`src/rtl/hzd_pkg.sv`:
```
package hzd_pkg;

    // Meaning of the bubble-select line toward the control mux of execute
    typedef enum logic {
        CTRL_PASS = 1'b0,
        CTRL_ZERO = 1'b1
    } ctrl_sel_e;

    // Stall decision carried between the merge stage and the output stage
    typedef enum logic {
        FLOW_RUN  = 1'b0,
        FLOW_HOLD = 1'b1
    } flow_e;

endpackage

```
`src/rtl/hzd_src_cmp.sv`:
```
module hzd_src_cmp #(
    parameter int ADDR_W = 5
) (
    input  logic              load_pending,
    input  logic [ADDR_W-1:0] load_dest,
    input  logic [ADDR_W-1:0] src_reg,
    output logic              hit
);

    always_comb begin
        hit = load_pending && (load_dest == src_reg);
    end

endmodule

```
`src/rtl/hzd_flow_ctrl.sv`:
```
module hzd_flow_ctrl
    import hzd_pkg::*;
(
    input  flow_e flow,
    output logic  pc_we,
    output logic  ifid_we,
    output logic  ctrl_bubble
);

    ctrl_sel_e sel;

    always_comb begin
        unique case (flow)
            FLOW_HOLD: begin
                pc_we   = 1'b0;
                ifid_we = 1'b0;
                sel     = CTRL_ZERO;
            end
            default: begin
                pc_we   = 1'b1;
                ifid_we = 1'b1;
                sel     = CTRL_PASS;
            end
        endcase
        ctrl_bubble = sel;
    end

    // stall holds fetch, holds decode, zeros control
    always_comb begin
        if (flow == FLOW_HOLD) begin
            assert_hold_freezes_R5: assert (pc_we == 1'b0);
            assert_hold_keeps_decode_R6: assert (ifid_we == 1'b0);
            assert_hold_bubbles_R7: assert (ctrl_bubble == 1'b1);
        end
    end

endmodule

```
`src/rtl/hzd_load_use.sv`:
```
module hzd_load_use
    import hzd_pkg::*;
#(
    parameter int INSTR_W  = 32,
    parameter int ADDR_W   = 5,
    parameter int SRC_BASE = 16,
    parameter int NUM_SRC  = 2
) (
    input  logic [INSTR_W-1:0] ifid_instr,
    input  logic               idex_mem_read,
    input  logic [ADDR_W-1:0]  idex_dest,
    output logic               pc_we,
    output logic               ifid_we,
    output logic               ctrl_bubble
);

    // Source field i sits at SRC_BASE + i*ADDR_W (i=0: bits 20:16, i=1: bits 25:21)
    localparam int SRC_TOP = SRC_BASE + NUM_SRC * ADDR_W - 1;

    logic [NUM_SRC-1:0] src_hit;
    flow_e              flow;

    for (genvar i = 0; i < NUM_SRC; i++) begin : g_src
        localparam int LSB = SRC_BASE + i * ADDR_W;
        hzd_src_cmp #(
            .ADDR_W(ADDR_W)
        ) i_cmp (
            .load_pending (idex_mem_read),
            .load_dest    (idex_dest),
            .src_reg      (ifid_instr[LSB +: ADDR_W]),
            .hit          (src_hit[i])
        );
    end

    always_comb begin
        flow = (|src_hit) ? FLOW_HOLD : FLOW_RUN;
    end

    hzd_flow_ctrl i_flow (
        .flow        (flow),
        .pc_we       (pc_we),
        .ifid_we     (ifid_we),
        .ctrl_bubble (ctrl_bubble)
    );

    // Port-level checks next to the merge logic
    always_comb begin
        if (idex_mem_read && idex_dest == ifid_instr[SRC_BASE + ADDR_W +: ADDR_W]) begin
            assert_first_src_stall_R1: assert (ctrl_bubble == 1'b1);
        end
        if (idex_mem_read && idex_dest == ifid_instr[SRC_BASE +: ADDR_W]) begin
            assert_second_src_stall_R2: assert (ctrl_bubble == 1'b1);
        end
        if (!idex_mem_read) begin
            assert_no_load_no_stall_R3: assert (pc_we == 1'b1);
        end
        assert_outputs_agree_R9: assert (pc_we == ifid_we && ctrl_bubble == !pc_we);
        assert_field_range_R8: assert (SRC_TOP < INSTR_W);
    end

endmodule

```
`config.mk`:
```
export PLATFORM = sky130hd
export DESIGN_NAME = hzd_load_use
export DESIGN_NICKNAME = d
export VERILOG_FILES = /design/src/rtl/hzd_pkg.sv /design/src/rtl/hzd_src_cmp.sv /design/src/rtl/hzd_flow_ctrl.sv /design/src/rtl/hzd_load_use.sv
export SDC_FILE = /design/constraint.sdc
export NUM_CORES = 1
export LEC_CHECK = 0
export BUFFER_PORTS_ARGS = -buffer_cell sky130_fd_sc_hd__clkbuf_2
export CAP_MARGIN = 10
export CORE_AREA = 2 2 39 41
export DETAILED_ROUTE_END_ITERATION = 6
export DIE_AREA = 0 0 41 43
export GPL_TIMING_DRIVEN = 0
export PLACE_DENSITY_LB_ADDON = 0.12
export SYNTH_ARGS = -nofsm -noshare
export SYNTH_HDL_FRONTEND = slang
export SYNTH_SLANG_ARGS = --single-unit
```
`constraint.sdc`:
```
create_clock -name vclk -period 0.8
set_input_delay 0.04 -clock vclk [all_inputs]
set_output_delay 0.04 -clock vclk [all_outputs]
set_load 0.01 [all_outputs]
```
======== Yosys cells after proc, flatten, opt, wreduce, memory -nomap -nowiden ========
Cells that the tools add are included.
word-level totals
  word-level logic and storage cells ...... 8
  input port bits ......................... 38
  register bits after elaboration ......... 0
  output and inout port bits .............. 3
cells by class
  multiplexer cells ....................... 3
  reductions and logical operators ........ 3
  eq/ne operators ......................... 2
operator list
  cell                number
  == test 5 bit       2
  2-to-1 mux 1 bit    3
  logical AND 1 bit   2
  OR reduction 2 bit  1

======== Longest topological paths before layout ========
  depth after elaboration ................. 5
  mapped depth ............................ 4
  depth with buffers taken out ............ 3

======== Hierarchy ========
Synthesis repeated with hierarchy kept, for this count alone.
unflattened totals
  cell total of the unflattened synthesis .. 18
  area, all modules ....................... 137.6 um^2
by module, submodules not included
  module         area an instance (um^2)  cells an instance  times used  seq. area each (um^2)
  hzd_src_cmp    56.3                     7                  2           0.0
  hzd_flow_ctrl  18.8                     3                  1           0.0
  hzd_load_use   6.3                      1                  1           0.0

======== Worst setup path before layout ========
Ideal clock, no wire load.
  path kind ............................... input -> output
  start point ............................. input idex_dest[1]
  end point ............................... output pc_we
  data required time ...................... 0.760 ns
  stages on the path ...................... 4
  buffers on the path ..................... 1
  arrival time ............................ 0.702 ns
  path slack .............................. 0.058 ns
  path through ............................ xnor2_1 > nand4_1 > o22a_1 > buf_4
between the ends
  word-level cells in the longest chain between the ends .. 5
  elaborated cells on any way between the ends .. 7
  classes of those cells .................. 2 x eq/ne; 2 x mux; 3 x reduce/logical
ends and longest elaborated chain
  item                    line                source
  start: declaration      hzd_load_use.sv:11  input logic [ADDR_W-1:0] idex_dest,
  == test 5 bit           -
  logical AND 1 bit       hzd_src_cmp.sv:11   hit = load_pending && (load_dest == src_reg);
  OR reduction 2 bit (*)  hzd_load_use.sv:36  flow = (|src_hit) ? FLOW_HOLD : FLOW_RUN;
  2-to-1 mux 1 bit (*)    hzd_load_use.sv:36
  2-to-1 mux 1 bit (*)    -
  end: declaration        hzd_load_use.sv:12  output logic pc_we,
Mark *: on every way between the ends. The rest lies on a longest branch, timed or not.

======== Worst setup path after layout ========
  start point ............................. input idex_dest[1]
  end point ............................... output pc_we
between the ends
  word-level cells in the longest chain between the ends .. 5
  elaborated cells on any way between the ends .. 7
  classes of those cells .................. 2 x eq/ne; 2 x mux; 3 x reduce/logical
ends and longest elaborated chain
  item                    line                 source
  == test 5 bit           -
  logical AND 1 bit       hzd_src_cmp.sv:11
  OR reduction 2 bit (*)  hzd_load_use.sv:36
  2-to-1 mux 1 bit (*)    hzd_load_use.sv:36
  2-to-1 mux 1 bit (*)    hzd_flow_ctrl.sv:13  unique case (flow)
Marked as above.

==> impl_metrics.json <==
{
  "routed_wl_um": 424,
  "fin_cells": 52,
  "cp.required_ps": 760,
  "hold_violations": 0,
  "swShare_pct": 36.1,
  "start_util_pct": 9.40,
  "gp_congestion": 0.553,
  "yosys.area.top_type_share_pct": 67.3,
  "regArea_sq_um": 0,
  "hold_class": "in2out",
  "grt_pass1_vias": 214,
  "switching_power_mw": 0.0598,
  "synth_xor_area_share_pct": 67.3,
  "grt_pass1_wl_um": 690,
  "yosysWarnings": 0,
  "violations": "negative setup slack",
  "drive_above_1_share_pct": 72.2,
  "flops_and_latches": 0,
  "route.detailed.drc": 0,
  "synthSimpleGateAreaFrac_pct": 15.4,
  "synthMuxAreaShare_pct": 0,
  "dieArea_sq_um": 1760,
  "rsz0062_at_grt": "yes",
  "synth_fa_ha_area_share_pct": 0,
  "antenna_found_initial": 0,
  "fin_crit_sh_pct": 115,
  "port_buffers": 19,
  "core_area_sq_um": 1380,
  "start_kind": "input pin",
  "post_cts_buffers": 0,
  "synth.largest_area_cell": "xnor2_1",
  "synthesis.area_sq_um": 130,
  "final_antenna_net_count": 0,
  "die_x_um": 41,
  "diodes": 0,
  "p_seq_share_pct": 0,
  "path_max_fanout": 2,
  "track_usage_pct": 5.31,
  "maxSlewViolCount": 0,
  "hold_ws_ps": 439,
  "fillers": 164,
  "arrival_ps": 880,
  "drt_iter0_markers": 0,
  "hold_end": "ctrl_bubble",
  "p_leak_nw": 0.155,
  "power_frac_clock_pct": 0,
  "wl_per_cell_um": 8.15,
  "numPlacedInstances": 52,
  "ir_worst_vdd_uv": 123,
  "tightest_slew_ps": 142,
  "io_pins": 41,
  "grt_max_degree": 3,
  "worst_slack_ps": -122,
  "cts_hold_buf": 0,
  "vias": 195,
  "drt_first_pass_iters": 1,
  "crit_type": "in2out",
  "synth_area_per_cell_sq_um": 7.65,
  "synthCells": 17,
  "synth_top_family_by_area": "XOR/XNOR gates",
  "max_cap_viol_count": 0,
  "die_h_um": 43,
  "endpoint_kind": "output port",
  "pre_cts_slack_ps": -201,
  "finalNetCount": 76,
  "synth_area_leaders": "xnor2_1, nand4_1, o22a_1, buf_4, nand2_1",
  "fmax_mhz": 1080,
  "min_path_cells": 4,
  "slew_headroom_pct": 90.5,
  "yosysSeqAreaShare_pct": 0,
  "hold_start": "idex_mem_read",
  "outcome": "finished, violations left",
  "p_int_mw": 0.106,
  "period_needed_ps": 922,
  "synth_fp_nets": 55,
  "p_per_area_nw_per_um2": 513,
  "synth.distinct_cells": 6,
  "std_cell_rows": 14,
  "setup_violations": 2,
  "area_growth_pct": 148,
  "nClkBuffers": 0,
  "grt_overflow": 0,
  "via_per_inst": 3.75,
  "synth-compound-area-share_pct": 11.5,
  "combPwrFrac_pct": 100.0
}
==> per-stage QoR <==
stage	instance area, sq um	util (%)	TNS [ps]	power (mW)
after CTS	300	21.7	-171	0.156
after detailed placement	245	17.7	-360	0.124
after global routing	323	23.3	-322	0.177
final	323	23.3	-144	0.165
after global placement	245	17.7	-367	0.122
after floorplan	130	-	0	0.0622
==> critical path, stage by stage <==
cell     delay (ps)
buf_6           100
xnor2_2         140
nand4_1         130
o22a_1          240
buf_4           130
buf_6           110
==> how the worst max path moves through the flow <==
stage                              start  endpoint  slack (ps)  cells past startpoint
after floorplan             idex_dest[1]     pc_we          60                      4
after global placement      idex_dest[1]     pc_we        -210                      6
after detailed placement    idex_dest[1]     pc_we        -200                      6
after CTS                 ifid_instr[24]     pc_we        -140                      6
after global routing        idex_dest[2]     pc_we        -190                      6
final                       idex_dest[1]     pc_we        -120                      6
==> power by group through the flow <==
stage	clock, mW	sequential (mW)	combinational (mW)
finish	0	0	0.165
global route	0	0	0.177
CTS	0	0	0.156
detailed placement	0	0	0.124
global placement	0	0	0.122
floorplan	0	0	0.0622
==> cell usage after synthesis <==
| master | count |
|---|---|
| xnor2_1 | 10 |
| nand2_1 | 2 |
| nand4_1 | 2 |
| buf_4 | 1 |
| o22a_1 | 1 |
| o22ai_1 | 1 |
==> metal layers <==
| metal | global-route usage [%] | share of wire [%] |
|---|---|---|
| met1 | 3.19 | 21 |
| met3 | 0 | 4.2 |
| met4 | 2.00 | 3.3 |
| met5 | 0 | 0 |
| met2 | 12.5 | 71 |
==> placed cells by master, fill, tap and decap left out <==
master / Yosys / routed
o22ai_1: 1 / 1
nand4_1: 2 / 2
buf_2: 0 / 2
buf_8: 0 / 2
o22a_1: 1 / 1
nand2_1: 2 / 2
xnor2_1: 10 / 4
clkbuf_2: 0 / 13
buf_4: 1 / 1
buf_6: 0 / 2
xnor2_2: 0 / 6
==> cells by family (layout without fill, tap and decap cells) <==
kind of cell | count (synthesis) | in the layout
xor gates and xnor gates | 10 | 10
AOI/OAI and AO/OA | 2 | 2
and+or+nand+nor | 4 | 4
buffers and inverters | 1 | 20
==> layout make-up <==
class	count	area [sq um]	area share, %
well taps	16	20.0	6.20
repair buffers	19	128	39.5
multi-input cells	16	168	51.9
plain buffers	1	7.51	2.33
==> what timing repair did <==
| item | 4_1_cts | 5_1_grt |
|---|---|---|
| setup endpoints to repair | 3 | 3 |
| resized for setup | 7 | 10 |
| pin swaps | 9 | 7 |
| gates cloned | 0 | 0 |
Note: power is estimated with default switching activity, not from simulation.
